### config.mk
export PLATFORM = sky130hd
export DESIGN_NAME = dbgPeekSlave
export DESIGN_NICKNAME = d
export VERILOG_FILES = /design/src/rtl/dbgPeekPkg.sv /design/src/rtl/dbgPeekCtrl.sv /design/src/rtl/dbgPeekData.sv /design/src/rtl/dbgPeekSlave.sv
export SDC_FILE = /design/constraint.sdc
export NUM_CORES = 1
export LEC_CHECK = 0
export BUFFER_PORTS_ARGS = -buffer_cell sky130_fd_sc_hd__clkbuf_2
export CAP_MARGIN = 25
export CORE_MARGIN = 2
export CORE_UTILIZATION = 54
export CTS_CLUSTER_DIAMETER = 60
export CTS_CLUSTER_SIZE = 10
export DETAILED_ROUTE_END_ITERATION = 12
export HOLD_SLACK_MARGIN = 0.15
export PLACE_DENSITY = 0.84
export SYNTH_ARGS = -nofsm -noshare
export SYNTH_HDL_FRONTEND = slang
export SYNTH_SLANG_ARGS = --single-unit
### constraint.sdc
create_clock -name clk -period 3.3 [get_ports clk]
set_input_delay 0 -clock clk [delete_from_list [all_inputs] [get_ports clk]]
set_output_delay 0 -clock clk [all_outputs]
set_load 0.05 [all_outputs]
### src/rtl/dbgPeekPkg.sv
package dbgPeekPkg;
  localparam int SEL_W = 2;

  typedef struct packed {
    logic active;   // synchronized chip select is low
    logic clr;      // drop everything, chip select is high
    logic selShift; // take one selector bit
    logic load;     // capture chosen word
    logic outShift; // present next output bit
  } peekStrb_t;

  typedef enum logic [1:0] {
    PH_IDLE  = 2'd0,
    PH_SEL   = 2'd1,
    PH_LOAD  = 2'd2,
    PH_SHIFT = 2'd3
  } peekPhase_t;
endpackage

### src/rtl/dbgPeekCtrl.sv
module dbgPeekCtrl
  import dbgPeekPkg::*;
#(
  parameter int SYNC_STAGES = 2
) (
  input  logic      clk,
  input  logic      rstN,
  input  logic      sclkIn,
  input  logic      csnIn,
  input  logic      mosiIn,
  output logic      mosiBit,
  output peekStrb_t strb
);
  localparam int CNT_W = $clog2(SEL_W + 1);

  logic [SYNC_STAGES-1:0] sclkPipe, csnPipe, mosiPipe;
  logic sclkPrev;

  always_ff @(posedge clk) begin
    if (!rstN) begin
      sclkPipe <= '0;
      csnPipe  <= '1;
      mosiPipe <= '0;
      sclkPrev <= 1'b0;
    end else begin
      sclkPipe <= {sclkPipe[SYNC_STAGES-2:0], sclkIn};
      csnPipe  <= {csnPipe[SYNC_STAGES-2:0], csnIn};
      mosiPipe <= {mosiPipe[SYNC_STAGES-2:0], mosiIn};
      sclkPrev <= sclkPipe[SYNC_STAGES-1];
    end
  end

  logic sclkS, active, sclkRise, sclkFall;
  assign sclkS    = sclkPipe[SYNC_STAGES-1];
  assign active   = ~csnPipe[SYNC_STAGES-1];
  assign sclkRise = sclkS & ~sclkPrev;
  assign sclkFall = ~sclkS & sclkPrev;
  assign mosiBit  = mosiPipe[SYNC_STAGES-1];

  peekPhase_t phase, phaseNext;
  logic [CNT_W-1:0] selCnt, selCntNext;

  always_comb begin
    phaseNext  = phase;
    selCntNext = selCnt;
    strb       = '0;
    strb.active = active;
    if (!active) begin
      strb.clr   = 1'b1;
      phaseNext  = PH_IDLE;
      selCntNext = '0;
    end else begin
      unique case (phase)
        PH_IDLE: begin
          phaseNext  = PH_SEL;
          selCntNext = '0;
        end
        PH_SEL: if (sclkRise) begin
          strb.selShift = 1'b1;
          selCntNext    = selCnt + 1'b1;
          if (selCnt == CNT_W'(SEL_W - 1)) phaseNext = PH_LOAD;
        end
        PH_LOAD: begin
          strb.load = 1'b1;
          phaseNext = PH_SHIFT;
        end
        PH_SHIFT: if (sclkFall) strb.outShift = 1'b1;
        default: phaseNext = PH_IDLE;
      endcase
    end
  end

  always_ff @(posedge clk) begin
    if (!rstN) begin
      phase  <= PH_IDLE;
      selCnt <= '0;
    end else begin
      phase  <= phaseNext;
      selCnt <= selCntNext;
    end
  end


  load_after_sel_chk: assert property (@(posedge clk) disable iff (!rstN)
    strb.load |-> (selCnt == CNT_W'(SEL_W) && phase == PH_LOAD));


  shift_needs_cs_chk: assert property (@(posedge clk) disable iff (!rstN)
    strb.outShift |-> (active && $past(strb.load || phase == PH_SHIFT)));


  strobe_excl_chk: assert property (@(posedge clk) disable iff (!rstN)
    $onehot0({strb.clr, strb.selShift, strb.load, strb.outShift}));
endmodule

### src/rtl/dbgPeekData.sv
module dbgPeekData
  import dbgPeekPkg::*;
#(
  parameter int DATA_W  = 16,
  parameter int STATE_W = 4
) (
  input  logic               clk,
  input  logic               rstN,
  input  peekStrb_t          strb,
  input  logic               mosiBit,
  input  logic [DATA_W-1:0]  accD,
  input  logic [DATA_W-1:0]  addrA,
  input  logic [DATA_W-1:0]  progCnt,
  input  logic [STATE_W-1:0] fsmState,
  output logic               misoOut,
  output logic               misoEn
);
  logic [SEL_W-1:0]  selReg;
  logic [DATA_W-1:0] shiftReg, chosen;

  always_comb begin
    unique case (selReg)
      2'd0:    chosen = accD;
      2'd1:    chosen = addrA;
      2'd2:    chosen = progCnt;
      default: chosen = DATA_W'(fsmState);
    endcase
  end

  always_ff @(posedge clk) begin
    if (!rstN || strb.clr) begin
      selReg   <= '0;
      shiftReg <= '0;
      misoOut  <= 1'b0;
    end else begin
      if (strb.selShift) selReg <= {selReg[SEL_W-2:0], mosiBit};
      if (strb.load)     shiftReg <= chosen;
      if (strb.outShift) begin
        misoOut  <= shiftReg[DATA_W-1];
        shiftReg <= {shiftReg[DATA_W-2:0], 1'b0};
      end
    end
  end

  always_ff @(posedge clk) begin
    if (!rstN) misoEn <= 1'b0;
    else       misoEn <= strb.active;
  end


  abort_clear_chk: assert property (@(posedge clk) disable iff (!rstN)
    !strb.active |=> (!misoOut && !misoEn));


  quiet_select_chk: assert property (@(posedge clk) disable iff (!rstN)
    strb.selShift |=> !misoOut);


  en_follows_cs_chk: assert property (@(posedge clk) disable iff (!rstN)
    strb.active |=> misoEn);
endmodule

### src/rtl/dbgPeekSlave.sv
module dbgPeekSlave
  import dbgPeekPkg::*;
#(
  parameter int DATA_W      = 16,
  parameter int STATE_W     = 4,
  parameter int SYNC_STAGES = 2
) (
  input  logic               clk,
  input  logic               rstN,
  input  logic               sclkIn,
  input  logic               csnIn,
  input  logic               mosiIn,
  input  logic [DATA_W-1:0]  accD,
  input  logic [DATA_W-1:0]  addrA,
  input  logic [DATA_W-1:0]  progCnt,
  input  logic [STATE_W-1:0] fsmState,
  output logic               misoOut,
  output logic               misoEn
);
  peekStrb_t strb;
  logic      mosiBit;

  dbgPeekCtrl #(.SYNC_STAGES(SYNC_STAGES)) ctrl_i (
    .clk(clk), .rstN(rstN), .sclkIn(sclkIn), .csnIn(csnIn), .mosiIn(mosiIn),
    .mosiBit(mosiBit), .strb(strb)
  );

  dbgPeekData #(.DATA_W(DATA_W), .STATE_W(STATE_W)) data_i (
    .clk(clk), .rstN(rstN), .strb(strb), .mosiBit(mosiBit),
    .accD(accD), .addrA(addrA), .progCnt(progCnt), .fsmState(fsmState),
    .misoOut(misoOut), .misoEn(misoEn)
  );
endmodule

# After elaboration in Yosys (flattened, before gate mapping)
# Cells that the tools add are included.
# W data, S select, Z words.
[totals]
ff_bits = 31
latchBits = 0
ram_bits = 0
rom_bits = 0
in_bits = 57
wordCells = 52
memories = 0
[op_classes]
add_sub_neg = 1
n_mul = 0
div_mod_pow = 0
order_cmp = 0
eq_ne = 8
shift = 0
mux = 15
bitwise = 6
reduce_logical = 11
[op_table]
columns = ["operator", "n"]
rows = [
  ["$pmux W16 S3", 1],
  ["$mux W16", 2],
  ["$eq A2 B1 Y1 const B", 3],
  ["$eq A2 B2 Y1 const B", 3],
  ["$mux W1", 6],
  ["$mux W2", 3],
  ["$pmux W2 S3", 1],
  ["$logic_not A2 Y1", 2],
  ["$ne A2 B1 Y1 const B", 2],
  ["$not A1 Y1", 4],
  ["$pmux W2 S2", 1],
  ["$reduce_bool A2 Y1", 2],
  ["$reduce_or A2 Y1", 2],
  ["$mux W3", 1],
  ["$reduce_and A3 Y1", 1],
  ["$reduce_bool A3 Y1", 1],
  ["$add A2 B1 Y2 const B", 1],
  ["$and A1 B1 Y1", 2],
  ["$reduce_and A2 Y1", 1],
  ["$logic_not A1 Y1", 1],
  ["$logic_or A1 B1 Y1", 1],
]

# Logic depth before layout (Yosys ltp)
[logic_depth]
depth_word = 7
ltp_mapped = 6
mapped_depth_nobuf = 5

# Modules after synthesis
# A second synthesis with hierarchy kept.
[unflattened]
hier_cells = 195
area_unflattened_um2 = 1826.8
[modules_own_cells]
columns = ["mod", "n_inst", "cells_each", "area_per_inst_um2", "seq_area_each_um2"]
rows = [
  ["dbgPeekData", 1, 138, 1270.0, 400.4],
  ["dbgPeekCtrl", 1, 57, 556.8, 220.2],
]

# Least setup slack after synthesis
# OpenSTA, ideal clock, no wires.
[synth_path]
path_kind = "register to register"
from = "reg ctrl_i.phase[0]"
to = "reg data_i.shiftReg[12]"
setup_ns = 0.117
arrival_time_ns = 1.270
t_required_ns = 3.183
setup_slack_ns = 1.913
path_stages_with_launch = 7
path_buffers = 1
period_less_slack_ns = 1.387
cell_sequence = "dfxtp_1 inv_1 ha_1 buf_1 nor2_1 nor3_2 a32o_1"
[synth_between]
elab_chain_len = 4
elab_cells_between_ends = 7
cone_classes = "eq/ne (2); mux (4); reduce/logical (1)"
[synth_rtl]
columns = ["item", "line_no", "text"]
rows = [
  ["start: declaration", "dbgPeekCtrl.sv:40", "peekPhase_t phase, phaseNext;"],
  ["start signal: assignment", "dbgPeekCtrl.sv:78", "phase <= phaseNext;"],
  ["$eq A2 B2 Y1", "dbgPeekCtrl.sv:53", "unique case (phase)"],
  ["$mux W1", "dbgPeekCtrl.sv:53", ""],
  ["$mux W3 (*)", "dbgPeekCtrl.sv:48", "if (!active) begin"],
  ["$mux W16 or $reduce_bool A2 Y1 (tied branches)", "n/a", ""],
  ["end signal: assignment", "dbgPeekData.sv:37", "if (strb.load) shiftReg <= chosen;"],
  ["end signal: assignment", "dbgPeekData.sv:40", "shiftReg <= {shiftReg[DATA_W-2:0], 1'b0};"],
  ["end: declaration", "dbgPeekData.sv:19", "logic [DATA_W-1:0] shiftReg, chosen;"],
]
# Mark *: on every way between the ends. The rest lies on a longest branch, timed or not.
# A chain may end at the register's enable or synchronous reset.

# Worst setup path in the final report
[layout_path]
from = "reg data_i.selReg[1]"
to = "reg data_i.shiftReg[3]"
[layout_between]
elab_chain_len = 4
elab_cells_between_ends = 6
cone_classes = "eq/ne (2); mux (3); reduce/logical (1)"
[layout_rtl]
columns = ["item", "line_no", "text"]
rows = [
  ["start: declaration", "dbgPeekData.sv:18", "logic [SEL_W-1:0] selReg;"],
  ["start signal: assignment", "dbgPeekData.sv:36", "if (strb.selShift) selReg <= {selReg[SEL_W-2:0], mosiBit};"],
  ["$eq A2 B2 Y1 (tied with other cells)", "dbgPeekData.sv:22", "unique case (selReg)"],
  ["$pmux W16 S3 (*)", "dbgPeekData.sv:22", ""],
  ["$mux W16 (*)", "dbgPeekData.sv:37", ""],
  ["$mux W16 (*)", "dbgPeekData.sv:38", "if (strb.outShift) begin"],
]
# Mark *: on every way between the ends. The rest lies on a longest branch, timed or not. The select of a mux whose other input is x is not followed.

==> reports/results.tsv <==
metric	value	unit
status	finished clean	
ir_drop	0.220	mV
netlist_top_cells_area	dfxtp_1, mux2i_1, a32o_1, nand3b_1, o211ai_1	
start_util	58.0	%
maxSlewViolCount	0	
gr-total-overflow	0	
netlist_area	0.00180	sq mm
setup_tns	0	ns
cts_tree	yes	
track_usage	23.9	%
skew	0.00730	ns
io_buffers	58	
clock-root-buffer	clkbuf_4	
place_congestion	0.852	
max_cap_violations	0	
ys_warn_count	0	
hold_viol_final	0	
path_class	reg2reg	
startpoint	data_i.selReg[1]	
fp.dieH	61.7	um
syn_area_per_cell	9.52	sq um
clock_latency	0.33	ns
clk_pin_slew	0.10	ns
required	3.53	ns
drcViolationCount	0	
synth-simple-area-share	21.6	%
fin_nets	346	
antenna_found_initial	0	
synth_flop_cell	dfxtp_1	
critPathBufInv	3	
num_antenna_cells	0	
yosys.area.top_type	dfxtp_1	
worst_slew_pin_slew	0.340	ns
area_growth	41.0	%
setup_viol	0	
synthDominantCellAreaShare	34.5	%
slowest_delay	0.56	ns
fin_crit_sh	81.3	%
wl	4.41	mm
leakage	0.968	nW
synthArstFlopShare	0	%
vias_per_cell	5.41	
grt_pass1_vias	1649	
rrSetupSlack	0.62	ns
yosysMostFrequentCell	dfxtp_1	
slew_headroom	77.3	%
clock_sinks	31	
cts_resized	0	
synthCells	189	
min_path_type	in2reg	
crit_slowest_cell	dlygate4sd3_1	
synthesis.nets	253	
fp.dieW	61.7	um
num_rows	20	
drt_iter0_drc	68	
fin_crit	2.68	ns
synth_edf_count	0	
yosysSeqAreaShare	34.5	%
grt_max_degree	33	
vias	1768	
dp_hpwl	2.45	mm
numCtsBuffers	5	
ant_nets	0	
synthTopCellsByCount	dfxtp_1, mux2i_1, nand3b_1	
ys_seq_elements	31	
power.density	282	mW/mm^2
ys_types	30	
core	0.00310	sq mm
worstPathArrival	2.91	ns
dieArea	0.00381	sq mm
synth_compound_area_share	16.3	%
rsz0062_at_grt	false	
cp_max_fo	27	
cp_top_family	buffers and inverters	
wl_per_cell	13.5	um
cts_setup_buffers	0	
h-tree-depth	2	
hp-start	accD[0]	
synth-xor-area-share	0	%
critPathLaunchType	flip-flop	
critPathCaptureType	flip-flop	
ios	59	
drive_above_1_share	29.0	%
grt_pass1_wl	6.64	mm
synth_mux_area_share	15.1	%
r2r_start	data_i.selReg[1]	
power	716	uW
synth_top_family_by_area	simple AND/OR/NAND/NOR gates	
dr.pass1.iters	4	
yosys.area_share.adder	4.87	%
clockBufferDepth	2	
cp_cell_sequence	buf_4 > mux2_2 > dlygate4sd3_1 > a21oi_1 > a21oi_1 > dlygate4sd3_1	
fmax	373	MHz
ctsHoldBuffers	40	
-- area by class of cell --
cell class | instances | area (sq um)
Multi-Input combinational cell | 137 | 1040
Timing Repair Buffer | 103 | 736
Sequential cell | 31 | 621
Fill cell | 198 | 567
Clock buffer | 8 | 68.8
Tap cell | 44 | 55.1
Inverter | 4 | 15.0
-- final timing paths --
check,end,cells past startpoint
setup / recovery,data_i.shiftReg[3],6
hold / removal,data_i.shiftReg[0],4
setup reg to reg,data_i.shiftReg[3],6
hold reg to reg,ctrl_i.csnPipe[1],1
-- metrics by stage --
stage | hold WS, ns | area, sq um | utilization, % | std cells | setup WS, ns
after CTS | 0.228 | 2520 | 81.3 | 326 | 0.652
after detailed placement | 0.192 | 2050 | 66.1 | 278 | 1.37
final | 0.218 | 2540 | 81.7 | 327 | 0.616
after floorplan | 0.0730 | 1800 | - | 189 | 1.91
after global routing | 0.290 | 2540 | 81.7 | 327 | 0.515
after global placement | 0.180 | 2050 | 66.1 | 278 | 1.41
-- cells in the final DEF, fill, tap and decap left out --
| master | Yosys | final |
|---|---|---|
| a21oi_1 | 10 | 10 |
| a31oi_1 | 3 | 3 |
| a32o_1 | 12 | 12 |
| and2_1 | 5 | 5 |
| and3b_1 | 1 | 1 |
| buf_4 | 3 | 4 |
| buf_8 | 0 | 1 |
| clkbuf_1 | 5 | 1 |
| clkbuf_2 | 0 | 58 |
| clkbuf_4 | 0 | 5 |
| clkbuf_8 | 0 | 2 |
| dfxtp_1 | 31 | 31 |
| dlygate4sd3_1 | 0 | 40 |
| ha_1 | 7 | 7 |
| inv_1 | 3 | 3 |
| inv_2 | 1 | 1 |
| mux2_2 | 3 | 3 |
| mux2_4 | 3 | 3 |
| mux2i_1 | 17 | 17 |
| mux4_2 | 1 | 1 |
| nand2_1 | 5 | 5 |
| nand2b_1 | 5 | 5 |
| nand3_1 | 2 | 2 |
| nand3b_1 | 15 | 15 |
| nor2_1 | 14 | 14 |
| nor2b_1 | 4 | 4 |
| nor3_1 | 9 | 9 |
| nor3_2 | 4 | 4 |
| o211ai_1 | 12 | 12 |
| o21ai_0 | 3 | 3 |
| or2_0 | 1 | 1 |
| or2_1 | 1 | 1 |
-- worst register-to-register path: cells and delay by family, from the launching register on --
| kind | cells | cell delay [ns] |
|---|---|---|
| buffers and inverters | 3 | 1.49 |
| multiplexers | 1 | 0.38 |
| AO/OA/AOI/OAI | 2 | 0.23 |
| flip-flops | 1 | 0.48 |
-- cells by family (layout without fill, tap and decap cells) --
logic type,Yosys count,count (layout)
AO/OA/AOI/OAI,40,40
adder cells (fa/ha/maj),7,7
buffers and inverters,21,115
flip-flops,31,31
multiplexers,24,24
AND/OR/NAND/NOR,66,66
-- registers in the layout, indices dropped and copies added, names as in the netlist --
name	flops
ctrl_i.selCnt	2
data_i.misoEn	1
ctrl_i.sclkPipe	2
data_i.selReg	2
data_i.misoOut	1
ctrl_i.mosiPipe	2
ctrl_i.sclkPrev	1
data_i.shiftReg	16
ctrl_i.csnPipe	2
ctrl_i.phase	2
-- per-layer routing --
metal  vias to the layer above  track usage (%)  part of all wire (%)
li1                        882                -                     -
met1                       793             26.4                    39
met2                        76             41.8                    50
met3                        17             5.80                   7.1
met4                         0             13.7                   3.5
met5                         -                0                     0
-- power by group --
group | internal (mW) | leakage [nW] | switching (mW)
combinational | 0.0550 | 0.678 | 0.0269
sequential | 0.378 | 0.251 | 0.00221
clock | 0.125 | 0.0386 | 0.129
total | 0.559 | 0.968 | 0.158
Power figures use the tool's default switching activity.
